<file path="src/rtl/bcd_sub_pkg.sv">
package bcd_sub_pkg;
   localparam int DIGIT_W   = 4;
   localparam int DIGIT_MAX = 9;
   localparam int DIGIT_ADJ = 6;

   function automatic logic [DIGIT_W-1:0] nine_minus(input logic [DIGIT_W-1:0] d);
      return DIGIT_W'(DIGIT_MAX) - d;
   endfunction
endpackage

</file>
<file path="src/rtl/bcd_digit_check.sv">
module bcd_digit_check
   import bcd_sub_pkg::*;
#(
   parameter int DIGITS = 2,
   localparam int W = DIGITS * DIGIT_W
) (
   input  logic [W-1:0] vec,
   output logic         ok
);
   logic [DIGITS-1:0] digit_ok;

   for (genvar g = 0; g < DIGITS; g++) begin : g_dig
      assign digit_ok[g] = (vec[g*DIGIT_W +: DIGIT_W] <= DIGIT_W'(DIGIT_MAX));
   end

   assign ok = &digit_ok;
endmodule

</file>
<file path="src/rtl/bcd_nines_comp.sv">
module bcd_nines_comp
   import bcd_sub_pkg::*;
#(
   parameter int DIGITS = 2,
   localparam int W = DIGITS * DIGIT_W
) (
   input  logic [W-1:0] din,
   output logic [W-1:0] dout
);
   for (genvar g = 0; g < DIGITS; g++) begin : g_dig
      assign dout[g*DIGIT_W +: DIGIT_W] = nine_minus(din[g*DIGIT_W +: DIGIT_W]);
   end
endmodule

</file>
<file path="src/rtl/bcd_digit_adder.sv">
module bcd_digit_adder
   import bcd_sub_pkg::*;
(
   input  logic [DIGIT_W-1:0] a,
   input  logic [DIGIT_W-1:0] b,
   input  logic               cin,
   output logic [DIGIT_W-1:0] sum,
   output logic               cout
);
   logic [DIGIT_W:0] raw;
   logic [DIGIT_W:0] adj;

   always_comb begin
      raw  = {1'b0, a} + {1'b0, b} + {{DIGIT_W{1'b0}}, cin};
      adj  = raw + (DIGIT_W+1)'(DIGIT_ADJ);
      cout = (raw > (DIGIT_W+1)'(DIGIT_MAX));
      sum  = cout ? adj[DIGIT_W-1:0] : raw[DIGIT_W-1:0];
   end

   // corrected digit stays decimal for decimal inputs
   always_comb begin
      if (a <= DIGIT_W'(DIGIT_MAX) && b <= DIGIT_W'(DIGIT_MAX))
         assert_digit_decimal_R2: assert (sum <= DIGIT_W'(DIGIT_MAX));
   end
endmodule

</file>
<file path="src/rtl/bcd_chain_adder.sv">
module bcd_chain_adder
   import bcd_sub_pkg::*;
#(
   parameter int DIGITS = 2,
   localparam int W = DIGITS * DIGIT_W
) (
   input  logic [W-1:0] a,
   input  logic [W-1:0] b,
   input  logic         cin,
   output logic [W-1:0] sum,
   output logic         cout
);
   logic [DIGITS:0] carry;

   assign carry[0] = cin;

   for (genvar g = 0; g < DIGITS; g++) begin : g_dig
      bcd_digit_adder u_dig (
         .a   (a[g*DIGIT_W +: DIGIT_W]),
         .b   (b[g*DIGIT_W +: DIGIT_W]),
         .cin (carry[g]),
         .sum (sum[g*DIGIT_W +: DIGIT_W]),
         .cout(carry[g+1])
      );
   end

   assign cout = carry[DIGITS];
endmodule

</file>
<file path="src/rtl/bcd_nines_sub.sv">
module bcd_nines_sub
   import bcd_sub_pkg::*;
#(
   parameter int DIGITS     = 2,
   parameter bit REGISTERED = 1'b1,
   localparam int W = DIGITS * DIGIT_W
) (
   input  logic         clk,
   input  logic         rst_n,
   input  logic         in_valid,
   input  logic [W-1:0] minuend,
   input  logic [W-1:0] subtrahend,
   output logic [W-1:0] diff_mag,
   output logic         diff_neg,
   output logic         done,
   output logic         bad_input
);
   if (DIGITS < 1 || DIGITS > 8) begin : g_bad_param
      $error("bcd_nines_sub: DIGITS must lie in 1..8");
   end

   logic         ok_a, ok_b;
   logic [W-1:0] sub_comp;
   logic [W-1:0] sum_first;
   logic         carry_top;
   logic [W-1:0] sum_wrapped;
   logic         carry_again;
   logic [W-1:0] mag_neg;
   logic [W-1:0] c_mag;
   logic         c_neg;
   logic         c_bad;

   bcd_digit_check #(.DIGITS(DIGITS)) u_chk_a (.vec(minuend),    .ok(ok_a));
   bcd_digit_check #(.DIGITS(DIGITS)) u_chk_b (.vec(subtrahend), .ok(ok_b));

   bcd_nines_comp #(.DIGITS(DIGITS)) u_comp (.din(subtrahend), .dout(sub_comp));

   bcd_chain_adder #(.DIGITS(DIGITS)) u_add_main (
      .a   (minuend),
      .b   (sub_comp),
      .cin (1'b0),
      .sum (sum_first),
      .cout(carry_top)
   );

   // end-around carry pass
   bcd_chain_adder #(.DIGITS(DIGITS)) u_add_wrap (
      .a   (sum_first),
      .b   ('0),
      .cin (carry_top),
      .sum (sum_wrapped),
      .cout(carry_again)
   );

   bcd_nines_comp #(.DIGITS(DIGITS)) u_recomp (.din(sum_first), .dout(mag_neg));

   always_comb begin
      c_bad = !(ok_a && ok_b);
      c_mag = '0;
      c_neg = 1'b0;
      if (!c_bad) begin
         if (carry_top) begin
            c_mag = sum_wrapped;
         end else if (mag_neg != '0) begin
            c_mag = mag_neg;
            c_neg = 1'b1;
         end
      end
   end

   // a wrapped sum can never produce a second carry for decimal operands
   always_comb begin
      if (!c_bad)
         assert_no_second_carry_R3: assert (!carry_again);
   end

   if (REGISTERED) begin : g_reg
      always_ff @(posedge clk or negedge rst_n) begin
         if (!rst_n) begin
            diff_mag  <= '0;
            diff_neg  <= 1'b0;
            bad_input <= 1'b0;
            done      <= 1'b0;
         end else begin
            done <= in_valid;
            if (in_valid) begin
               diff_mag  <= c_mag;
               diff_neg  <= c_neg;
               bad_input <= c_bad;
            end
         end
      end

      assert_err_zero_R6: assert property (@(posedge clk) disable iff (!rst_n)
         bad_input |-> (diff_mag == '0 && !diff_neg));

      assert_no_negzero_R5: assert property (@(posedge clk) disable iff (!rst_n)
         diff_neg |-> (diff_mag != '0));

      assert_done_pulse_R8: assert property (@(posedge clk) disable iff (!rst_n)
         !in_valid |=> !done);

      assert_hold_R9: assert property (@(posedge clk) disable iff (!rst_n)
         !in_valid |=> ($stable(diff_mag) && $stable(diff_neg) && $stable(bad_input)));

      assert_neg_needs_valid_R4: assert property (@(posedge clk) disable iff (!rst_n)
         $rose(diff_neg) |-> $past(in_valid));
   end else begin : g_comb
      assign diff_mag  = c_mag;
      assign diff_neg  = c_neg;
      assign bad_input = c_bad;
      assign done      = in_valid;
   end
endmodule

</file>
<file path="config.mk">
export PLATFORM = sky130hd
export DESIGN_NAME = bcd_nines_sub
export DESIGN_NICKNAME = d
export VERILOG_FILES = /design/src/rtl/bcd_sub_pkg.sv /design/src/rtl/bcd_digit_check.sv /design/src/rtl/bcd_nines_comp.sv /design/src/rtl/bcd_digit_adder.sv /design/src/rtl/bcd_chain_adder.sv /design/src/rtl/bcd_nines_sub.sv
export SDC_FILE = /design/constraint.sdc
export NUM_CORES = 1
export LEC_CHECK = 0
export BUFFER_PORTS_ARGS = -buffer_cell sky130_fd_sc_hd__buf_2
export CELL_PAD_IN_SITES_DETAIL_PLACEMENT = 0
export CELL_PAD_IN_SITES_GLOBAL_PLACEMENT = 2
export CORE_UTILIZATION = 36
export CTS_CLUSTER_DIAMETER = 30
export DETAILED_ROUTE_END_ITERATION = 7
export PLACE_DENSITY = 0.85
export SYNTH_ARGS = -nofsm -noshare
export SYNTH_HDL_FRONTEND = slang
export SYNTH_SLANG_ARGS = --single-unit
</file>
<file path="constraint.sdc">
create_clock -name clk -period 2.25 [get_ports clk]
set_input_delay 0.225 -clock clk [delete_from_list [all_inputs] [get_ports clk]]
set_output_delay 0.225 -clock clk [all_outputs]
set_load 0.01 [all_outputs]
</file>
==> results by stage, run 1 <==
Run status:
- The flow ran to the end, but the final reports show violations.
- The checks that failed: setup timing.

Critical path:
- The most prevalent standard cell on the critical path is sky130_fd_sc_hd__ha_4.
- The kind of start point of the critical path is an input port.
- The endpoint arrival time on the critical path is 5.65 ns.
- The kind of end point of the critical path is a flop.
- The launch point of the worst path is subtrahend[1].
- The type of the worst setup path is in -> reg.
- The stage delay of the slowest cell on the critical path is 0.44 ns.
- The critical path's top delay family is adder cells.
- At the worst endpoint, the required time is 2.37 ns.
- The biggest fanout along the worst timing path is 3.
- The worst register-to-register path begins at diff_mag[2].
- The count of buffering cells on the critical path with inverters included is 3.
- The cell with the largest stage delay on the worst path is sky130_fd_sc_hd__fa_2.

Global routing:
- The met3 track demand over resource is 2.361%.
- The global-route wire length before repair is 9190 um.
- The number of antenna violations at the first check in global routing was 0.
- For this run, global-route usage on met2 was measured as 39.15%.
- The number of global-route vias before repair was 2096.
- Global routing consumed, over all layers together, 22.01% of the routing resources.
- The most heavily used metal layer in global routing is met2.
- Summed over all layers, the global routing overflow is 0.
- Entering global routing, the biggest net connects 12 pins.
- For this run, global-route usage on met1 was measured as 29.21%.

STA:
- The total count of hold-check failures in the final report came to 0.
- Setup repair after global routing could not meet its margin everywhere.
- The number of slew-limit violations in the final report was 0.
- The largest clock skew in the final design is 0 ns.
- The maximum clock frequency is 180.8 MHz.
- Subtracting the final worst setup slack from the clock period gives 5.531 ns.
- Summed over all failing endpoints, the final setup total negative slack is -23.69 ns.
- The slew at the pin closest to its max-slew limit is 0.4082 ns.
- The fraction of the cycle the final worst path needs is 245.8%.
- Setup violations remaining at the end of the flow were counted as 9.
- The worst slew margin relative to its limit is 72.70%.
- The setup slack of the critical path after layout is -3.281 ns.

Synth:
- The synthesis-stage register bit count is 11.
- sky130_fd_sc_hd__inv_1 is the most common cell in the netlist.
- The number of enable-type register cells in the synthesized netlist is 0.
- The portion of synthesized cell area occupied by the leading cell type is 15.57%.
- The share of the Yosys chip area taken by registers is 15.57%.
- The fraction of the mapped netlist area in simple logic gates is 19.18%.
- By area, the combinational part of the netlist is dominated by compound AO/OA/AOI/OAI gates.
- For this run, the number of Yosys warnings is 0.
- The main flop type after synthesis is sky130_fd_sc_hd__dfrtp_1.
- The average cell area after synthesis is 8.261 um^2.
- The cell count after synthesis is 214.
- By area the synthesized netlist is led by sky130_fd_sc_hd__dfrtp_1 16%, sky130_fd_sc_hd__ha_1 16%, sky130_fd_sc_hd__inv_1 4.9%.
- The adder-cell share of the synthesized area is 18.97%.
- The commonest cells after synthesis are 23 x sky130_fd_sc_hd__inv_1, 22 x sky130_fd_sc_hd__ha_1, 18 x sky130_fd_sc_hd__nor2_1.
- Summing the areas of all xor and xnor instances in the mapped netlist gives 8.705% of the synthesized area.
- After synthesis, the share of flip-flops with an asynchronous set or reset is 100.0%.
- The combined area of all synthesized cells is 1768 um^2.
- After synthesis, the netlist uses 57 different library cells.
- The biggest area consumer among synthesized cells is sky130_fd_sc_hd__dfrtp_1.
- The synthesized netlist net count is 258.
- Summing the areas of all compound-gate instances in the mapped netlist gives 26.11% of the synthesized area.
- The mux cell area share after synthesis is 4.671%.

Pwr:
- Dividing total power by cell area gives a power density of 1123 nW/um^2.
- The net switching power figure is 1517 uW.
- The analysis attributes to cell leakage a power of 0.001532 uW.
- The share of power burned in registers is 6.9%.
- Of the total power, combinational logic draws 87.7%.
- The internal power of the cells is 2160 uW.
- The power after layout is 3678 uW.
- Net switching is 41.25% of the power.
- IR analysis of the VDD net gives a maximum drop of 0.6876 mV.
- In this run, the clock network consumes 5.4% of the power.

Finish:
- Compared with the post-synthesis result, the final layout area differs by 85.21%.
- The number of non-filler instances in the completed layout is 406.
- The number of diodes added for antenna fixing is 0.
- The final layout contains 384 nets.
- The post-route netlist has 58.70% of its cells at a drive strength greater than 1.
- The post-layout instance area is 3274 um^2.

Route:
- After detailed routing, the number of vias per cell comes to 5.103.
- The number of nets with antenna violations after detailed routing is 0.
- The overall routed net length is 5842 um.
- The final routed wire length divided by cell count is 14.39 um.
- The DRC violation total after the first TritonRoute iteration is 69.
- The DRC violations left is 0.
- The total via count in the routed design is 2072.
- The number of detailed-route iterations in the first pass is 4.

Placed design:
- Routability-driven placement finished with a final weighted congestion of 0.8649.
- The number of buffer cells added on primary ports is 29.
- Summing all placed instances gives a cell area of 2668 um^2.
- The placed instance count is 374.
- Once detailed placement completed, the half-perimeter wirelength came to 4189 um.

Clock network:
- The clock slew at the register clock pins of the worst setup and hold paths is 0.05 ns.
- The number of buffers on the longest clock path is 2.
- CTS saw 11 sinks.
- Buffers inserted during clock tree synthesis total 3.
- CTS built an H-tree with a depth of 1.
- The root buffer cell is sky130_fd_sc_hd__clkbuf_8.
- TritonCTS built the clock tree.
- The later pin in the worst-skew pair is clocked with a latency of 0.24 ns.

Die:
- The effective utilization at floorplan is 37.43%.
- Measured along the y axis, the die boundary spans 72.08 um.
- The floorplan step set the die width to 72.08 um.
- The core region is 4723 um^2.
- The die area is 5196 um^2.
- Row generation in the floorplan step produced 25 rows.
- For this design the top-level I/O count stands at 30.

Job:
- The count of max-cap constraint violations is 0.

Hold path:
- The worst hold path class is in -> reg.
- The startpoint identified for the worst hold timing path is in_valid.
## worst paths after layout
| check | end | slack [ns] | depth (start not counted) |
|---|---|---|---|
| max | diff_mag[5] | -3.28 | 27 |
| min | done | 0.19 | 1 |
| max reg2reg | diff_mag[2] | 1.15 | 4 |
| min reg2reg | diff_mag[4] | 0.49 | 1 |
| max in group asynchronous | diff_neg | 1.66 | 2 |
| min in group asynchronous | diff_mag[0] | 0.39 | 2 |
## registers in the layout, summed over array words and instances (netlist names)
name	count
diff_mag	8
bad_input	1
diff_neg	1
done	1
## routing by layer
layer / wire, um / part of all wire (%)
met5: 0 / 0
met3: 91 / 1.6
met1: 2651 / 45
met4: 54 / 0.92
met2: 3045 / 52
## placed cells by master (no fill, tap or decap), types with 4 or more instances in the layout
cell type                 count
sky130_fd_sc_hd__inv_2        5
sky130_fd_sc_hd__nor3_1       6
sky130_fd_sc_hd__buf_4       79
sky130_fd_sc_hd__nand4_1      4
sky130_fd_sc_hd__a31oi_1      5
sky130_fd_sc_hd__ha_1        10
sky130_fd_sc_hd__buf_2       27
sky130_fd_sc_hd__o21a_1       4
sky130_fd_sc_hd__inv_1       16
sky130_fd_sc_hd__a21oi_1      8
sky130_fd_sc_hd__dfrtp_1     11
sky130_fd_sc_hd__buf_6       19
sky130_fd_sc_hd__nand2_1      8
sky130_fd_sc_hd__nor2_1      14
sky130_fd_sc_hd__xor2_1       4
sky130_fd_sc_hd__xnor2_1      4
sky130_fd_sc_hd__ha_4        11
sky130_fd_sc_hd__mux2i_1      4
## worst register-to-register path, stage by stage, from the launching register on
cell and delay [ns]:
sky130_fd_sc_hd__dfrtp_1 0.35, sky130_fd_sc_hd__nor2b_1 0.20, sky130_fd_sc_hd__a21oi_2 0.06, sky130_fd_sc_hd__o2111a_1 0.15, sky130_fd_sc_hd__a311oi_2 0.24
## power by group through the flow
stage / combinational, uW / clock [uW] / sequential, uW
4_1_cts: 2700 / 202 / 252
3_5_place_dp: 2220 / 0 / 254
2_1_floorplan: 1450 / 0 / 270
6_report: 3220 / 200 / 253
5_1_grt: 3480 / 214 / 256
3_3_place_gp: 2210 / 0 / 253
## timing repair
| item | in CTS | in global routing |
|---|---|---|
| endpoints found under the setup margin | 9 | 9 |
| endpoints found under the hold margin | 11 | 0 |
| setup buffers | 22 | 11 |
| gates resized for setup | 42 | 32 |
| pin swaps | 29 | 29 |
| hold buffers | 1 | 0 |
## per-stage QoR
stage	utilization (%)	setup slack, ns	hold WS, ns
5_1_grt	69.32	-3.481	0.1767
2_1_floorplan	-	-3.662	-0.07059
6_report	69.32	-3.281	0.1884
3_5_place_dp	56.48	-3.690	0.1065
3_3_place_gp	56.48	-3.508	0.1014
4_1_cts	64.98	-3.268	0.1824
## area by class of cell
class	instances	area (um^2)
Sequential cell	11	275.3
Multi-Input combinational cell	174	1810
Fill cell	369	1449
Clock buffer	4	45.04
Tap cell	67	83.83
Timing Repair Buffer	127	967.2
Inverter	23	92.59
## kinds of logic (layout without fill, tap and decap cells)
logic type / after synthesis / after routing
and+or+nand+nor: 64 / 64
AOI/OAI and AO/OA: 61 / 61
buffers and inverters: 29 / 154
adders and majority gates: 25 / 25
xor gates and xnor gates: 16 / 16
DFF: 11 / 11
muxes: 8 / 8
No activity file was read; power rests on OpenSTA's default activity.
==> run 2, diff against run 1 <==
- CORE_UTILIZATION: 36 -> 34
- PLACE_DENSITY: 0.85 -> 0.81
- SETUP_SLACK_MARGIN: unset -> 0.5
- clock period: 2.25 -> 5.67 ns (I/O delays scaled with it)
==> run 2 against run 1 <==
- the flow still finishes with violations (setup timing)
- routed wire length is 13% lower
- sequential share of layout area up 1.5 points
- sequential power fell by 60%
- clock skew is the same
- clock power down 61%
- clock-buffer cell count is the same
- non-clock buffer count is 41 lower
- register-to-register slack improved by 3.4 ns
- critical endpoint unchanged
- first-iteration DRC count shrank 8.7%
- critical path depth up 1
==> results by stage, run 2 (synthesized netlist as in run 1, its figures left out) <==
Critical path:
- The largest individual stage delay along the critical path comes from the cell sky130_fd_sc_hd__fa_2.
- At the worst endpoint, the required time is 5.79 ns.
- The biggest fanout along the worst timing path is 4.
- For the worst setup path, the data arrival time is 5.94 ns.
- On the worst path, the slowest cell contributes a delay of 0.43 ns.
- The worst setup path is captured at a flop.
- The worst setup path is launched from an input port.
- Among cell families on the critical path, the largest total delay comes from adder cells.
- The count of buffering cells on the critical path with inverters included is 4.
- The type of the worst setup path is in -> reg.
- The most prevalent standard cell on the critical path is sky130_fd_sc_hd__ha_4.

Clock network:
- After clock tree synthesis, the clock-pin slew on the worst setup and hold paths is 0.05 ns.
- CTS built an H-tree with a depth of 1.
- The tree is rooted in a sky130_fd_sc_hd__clkbuf_8.
- Clock tree synthesis inserted a total of 3 buffers.
- The clock tree from TritonCTS is yes.
- The number of buffers on the longest clock path is 2.
- At the later pin of the worst-skew pair, clock insertion delay measures 0.23 ns.
- The number of clock sinks is 11.

Hold path:
- The worst hold path class is in -> async.

Placed design:
- The placer congestion estimate is 0.7921.
- The worst setup slack after placement is -0.6021 ns.
- The sum of net half-perimeters after detailed placement is 3982 um.
- The number of buffer cells added on primary ports is 29.

Global routing:
- Global routing used 19.13% of the available tracks across all layers.
- The sum of overflow across all layers after global routing is 0.
- The number of global-route vias before repair is 1808.
- Entering global routing, the biggest net connects 12 pins.
- The global-route wire length before repair is 8300 um.
- The number of antenna violations at the first check in global routing is 0.

STA:
- Setup repair after global routing could not meet its margin everywhere.
- The largest clock skew in the final design is 0 ns.
- The setup slack of the critical path after layout is -0.1511 ns.
- The total count of hold-check failures in the final report came to 0.
- The setup TNS after final layout is -0.2941 ns.
- The final period demand of the worst path is 5.821 ns.
- The final setup violation count is 3.
- Timing would allow up to 171.8 MHz.
- The number of slew-limit violations in the final report is 0.
- The slew at the pin closest to its max-slew limit is 0.5441 ns.
- The worst slew margin relative to its limit is 63.34%.
- After layout, the worst path uses 102.7% of the clock period.

Route:
- The number of nets with antenna violations after detailed routing is 0.
- The routed layout has 1885 vias.
- The routed design has 5082 um of wire.
- After detailed routing, the number of remaining DRC violations is 0.
- The final routed wire length divided by cell count is 13.92 um.
- The first TritonRoute pass finished after 4 iterations.
- The DRC violation total after the first TritonRoute iteration is 63.
- After detailed routing, the number of vias per cell comes to 5.164.

Die:
- From bottom edge to top edge, the die measures 74.11 um.
- The die area is 5492 um^2.
- The width of the chip is 74.11 um.
- In this run the core area contains 25 standard-cell rows.
- The total core area is 4848 um^2.
- The effective utilization at floorplan is 36.46%.
- The boundary pin count is 30.

Finish:
- The most frequent standard cell in the layout excluding fill and tap cells is sky130_fd_sc_hd__buf_4.
- From synthesis to final layout, the design area changed by 56.90%.
- The most flop-heavy register is diff_mag.
- The number of flip-flops in the largest register is 8.
- The filler cell count in the final layout is 471.
- The total number of nets in the final design is 343.
- The number of antenna diodes in the final layout is 0.
- The fraction of layout instances using a drive strength above 1 is 47.32%.
- The top cell types in the final layout, fill and taps aside, are 51 x sky130_fd_sc_hd__buf_4, 27 x sky130_fd_sc_hd__buf_2, 18 x sky130_fd_sc_hd__inv_1.

Run status:
- The final reports fail on setup timing.
- The flow ran to the end, but the final reports show violations.

Pwr:
- The maximum ir drop on the vdd rail is 0.2274 mV.
- In this run the static leakage power is 0.001280 uW.
- Dividing total power by cell area gives a power density of 437.1 nW/um^2.

Job:
- The count of max-cap constraint violations is 0.
-- run 2: through the flow --
stage	hold WS [ns]	util (%)	std cells	area, um^2	total power (uW)
global placement	0.4431	50.53	346	2450	928.9
floorplan	0.2714	-	214	1961	673.9
CTS	0.1941	53.75	358	2606	1083
finish	0.1884	57.21	365	2774	1213
detailed placement	0.4430	50.53	346	2450	934.8
global route	0.2029	57.21	365	2774	1312
-- run 2: final cells by class --
cell class,instances,area [um^2],share of cell area (%)
Multi-Input combinational cell,174,1662,59.90
Inverter,23,92.59,3.338
Sequential cell,11,275.3,9.923
Tap cell,67,83.83,3.022
Clock buffer,4,45.04,1.624
Timing Repair Buffer,86,615.6,22.19
-- run 2: what timing repair did --
action,in CTS,in global routing
cloned,0,0
resized for setup,11,23
setup endpoints to repair,4,5
setup buffers,8,7
hold buffers,0,0
pin swaps,11,12
-- run 2: path summary, 6_finish.rpt --
check | startpoint | end | slack [ns] | depth (start not counted)
max | subtrahend[0] | diff_mag[5] | -0.15 | 28
min | rst_n | diff_mag[0] | 0.19 | 1
max reg2reg | diff_mag[2] | diff_mag[2] | 4.52 | 4
min reg2reg | diff_mag[0] | diff_mag[0] | 0.49 | 1
max in group asynchronous | rst_n | bad_input | 5.28 | 1
min in group clk | diff_mag[0] | diff_mag[0] | 0.49 | 1
-- run 2: worst reg2reg max path, cell delays in order, from the launching register on --
cell,delay (ns)
sky130_fd_sc_hd__dfrtp_1,0.37
sky130_fd_sc_hd__nor2b_1,0.15
sky130_fd_sc_hd__a21oi_1,0.21
sky130_fd_sc_hd__o2111a_1,0.24
sky130_fd_sc_hd__a311oi_2,0.05
-- run 2: routing by layer --
layer / track usage [%] / wire length, um / up-vias
met2: 33.03 / 2556 / 19
met3: 1.626 / 68 / 5
met5: 0 / 0 / -
li1: - / - / 954
met1: 26.57 / 2428 / 907
met4: 2.564 / 28 / 0
-- run 2: power breakdown --
part / switching, uW / internal (uW)
clock network: 28.5 / 49.3
logic: 478 / 557
registers: 7.72 / 92.4
total: 514 / 699
==> run 3, diff against run 2 <==
- BUFFER_PORTS_ARGS: -buffer_cell sky130_fd_sc_hd__buf_2 -> unset
- CORE_UTILIZATION: 34 -> 38
- DONT_BUFFER_PORTS: unset -> 1
- PLACE_DENSITY: 0.81 -> 0.8
==> run 3 against run 2 <==
- the flow still finishes with violations (setup timing)
- register-to-register slack got worse by 0.02 ns
- final cell count decreased by 14%
- first-iteration DRC count decreased by 14%
- flip-flop and latch count unchanged
- hold slack got worse by 0.16 ns
- sequential power increased by 9%
- setup slack improved by 0.069 ns
- routed wire length decreased by 3.7%
- critical path type unchanged
- largest power group unchanged
- highest routed layer unchanged
==> results by stage, run 3 (synthesized netlist as in run 1, its figures left out) <==
Run status:
- The flow ran to the end, but the final reports show violations.
- The checks that failed: setup timing.

Placed design:
- The placer congestion estimate is 0.8758.
- The placed instance count is 296.
- The number of buffer cells added on primary ports is 0.
- The worst setup slack after placement is -0.5233 ns.
- The HPWL after detailed placement is 3911 um.

STA:
- Subtracting the final worst setup slack from the clock period gives 5.753 ns.
- The total count of hold-check failures in the final report is 0.
- Setup violations remaining at the end of the flow were counted as 2.
- The slew at the pin closest to its max-slew limit is 0.5099 ns.
- The worst slew margin relative to its limit is 65.65%.
- After layout, the worst setup slack is -0.08255 ns.
- In the finished design, the share of the clock period the worst path needs comes to 101.5%.
- For the final database, setup skew stands at 0 ns.
- The number of slew-limit violations in the final report is 0.
- Setup repair after global routing could not meet its margin everywhere.
- The maximum clock frequency is 173.8 MHz.

Finish:
- The library cell used most frequently in the layout, excluding fill and tap cells, is sky130_fd_sc_hd__buf_4.
- The number of non-filler instances in the completed layout is 314.
- The filler cell count in the final layout is 378.
- The repair_antennas step left the layout with diodes totalling 0.
- The number of flip-flops in the largest register is 8.
- The post-route netlist has 37.40% of its cells at a drive strength greater than 1.
- The register with the most flip-flops in the final layout is diff_mag.
- In the layout the commonest cells are 48 x sky130_fd_sc_hd__buf_4, 18 x sky130_fd_sc_hd__inv_1, 16 x sky130_fd_sc_hd__nor2_1.
- The total number of nets in the final design is 307.
- The area growth from synthesis to layout is 40.62%.

Critical path:
- The kind of start point of the critical path is an input port.
- The endpoint arrival time on the critical path is 5.87 ns.
- The number of cells on the critical path is 26.
- The destination of the worst register-to-register timing path is diff_mag[2].
- The critical path's top delay family is adder cells.
- The startpoint identified for the worst register-to-register timing path is diff_mag[2].
- The register-to-register setup slack is 4.50 ns.
- The worst setup path is captured at a flop.
- The most prevalent standard cell on the critical path is sky130_fd_sc_hd__ha_4.
- Along the worst path, the maximum fanout reaches 3.
- The logic depth of the worst register-to-register path is 4.
- The cell with the largest stage delay on the worst path is sky130_fd_sc_hd__fa_2.
- On the worst path, the slowest cell contributes a delay of 0.44 ns.
- For the worst setup path, the data required time is 5.79 ns.
- The number of buffers and inverters on the critical path is 2.
- The type of the worst setup path is in -> reg.

Route:
- The DRC violation total after the first TritonRoute iteration is 54.
- The total via count in the routed design is 1753.
- Using the TritonRoute via totals, the vias-per-cell ratio works out to 5.583.
- The final routed wire length divided by cell count is 15.59 um.
- The number of nets with antenna violations after detailed routing is 0.
- The number of detailed-route iterations in the first pass is 4.
- The overall routed net length is 4895 um.
- For this run, design rule violations remaining after detail routing come to 0.

Pwr:
- The static leakage power is 0.001093 uW.
- The maximum ir drop on the vdd rail is 0.2686 mV.
- The power density over cell area is 435.4 nW/um^2.

Die:
- The die area is 4929 um^2.
- The effective utilization at floorplan is 40.05%.
- The width of the chip is 70.21 um.
- The die span in y is 70.21 um.
- The total core area is 4414 um^2.
- During I/O placement, the number of pins put on the boundary was 30.
- The floorplan has 24 rows.

Job:
- The count of max-cap constraint violations is 0.

Clock network:
- The root buffer cell is sky130_fd_sc_hd__clkbuf_8.
- TritonCTS built the clock tree.
- The cts-stage hold buffer count is 0.
- The number of clock sinks is 11.
- The number of H-tree levels is 1.
- The total clock buffers created by CTS is 3.
- The longest clock path from root to sink contains 2 buffers.
- The clock slew at the register clock pins of the worst setup and hold paths is 0.05 ns.
- The clock network latency to the later pin of the worst-skew pair is 0.23 ns.

Global routing:
- The number of antenna violations at the first check in global routing was 0.
- The global-route usage over all layers is 19.76%.
- The number of global-route vias before repair is 1753.
- Entering global routing, the biggest net connects 12 pins.
- For this run the aggregate overflow at the end of global routing stands at 0.
- The first global-routing pass estimated 7955 um of wire.

Hold path:
- The worst hold path belongs to the class in -> async.
run 3: where the power goes:
| part | total [uW] | switching [uW] | internal (uW) |
|---|---|---|---|
| Combinational | 898 | 426 | 472 |
| Clock | 75.6 | 26.5 | 49.1 |
| Sequential | 109 | 16.6 | 92.5 |
run 3: repair_timing:
action,CTS,global route
endpoints found under the setup margin,4,5
gates resized for setup,3,17
pin swaps,11,5
setup buffers,9,5
gates cloned,0,0
run 3: layout make-up:
| class | instances | area, um^2 | area share (%) |
|---|---|---|---|
| well taps | 52 | 65.06 | 2.617 |
| inverters | 23 | 90.09 | 3.624 |
| clock buffers | 4 | 45.04 | 1.812 |
| multi-input cells | 174 | 1628 | 65.48 |
| flip-flops and latches | 11 | 275.3 | 11.07 |
| repair buffers | 50 | 382.9 | 15.40 |
run 3: metal layers:
layer / vias to the layer above / track usage, % / part of all wire [%]
met1: 833 / 23.23 / 42
li1: 882 / - / -
met4: 0 / 4.667 / 0.90
met3: 6 / 2.165 / 2.8
met2: 32 / 37.82 / 54
met5: - / 0 / 0
run 3: per-stage QoR:
step | setup TNS [ns] | total power (uW) | hold WS (ns) | cell area [um^2] | utilization (%)
6_report | -0.1045 | 1082 | 0.02852 | 2486 | 56.32
3_5_place_dp | -1.175 | 900.2 | 0.2716 | 2241 | 50.77
3_3_place_gp | -0.7474 | 874.6 | 0.2716 | 2241 | 50.77
4_1_cts | -0.05523 | 1014 | 0.02341 | 2356 | 53.37
5_1_grt | -0.7157 | 1179 | 0.01481 | 2486 | 56.32
2_1_floorplan | -1.173 | 673.9 | 0.2714 | 1961 | -
run 3: worst max-delay path by stage:
| stage | start | endpoint |
|---|---|---|
| 6_report | subtrahend[1] | diff_mag[5] |
| 2_1_floorplan | subtrahend[1] | diff_mag[5] |
| 5_1_grt | subtrahend[0] | diff_mag[5] |
| 3_5_place_dp | subtrahend[1] | diff_mag[5] |
| 3_3_place_gp | subtrahend[0] | diff_mag[5] |
| 4_1_cts | subtrahend[1] | diff_mag[5] |
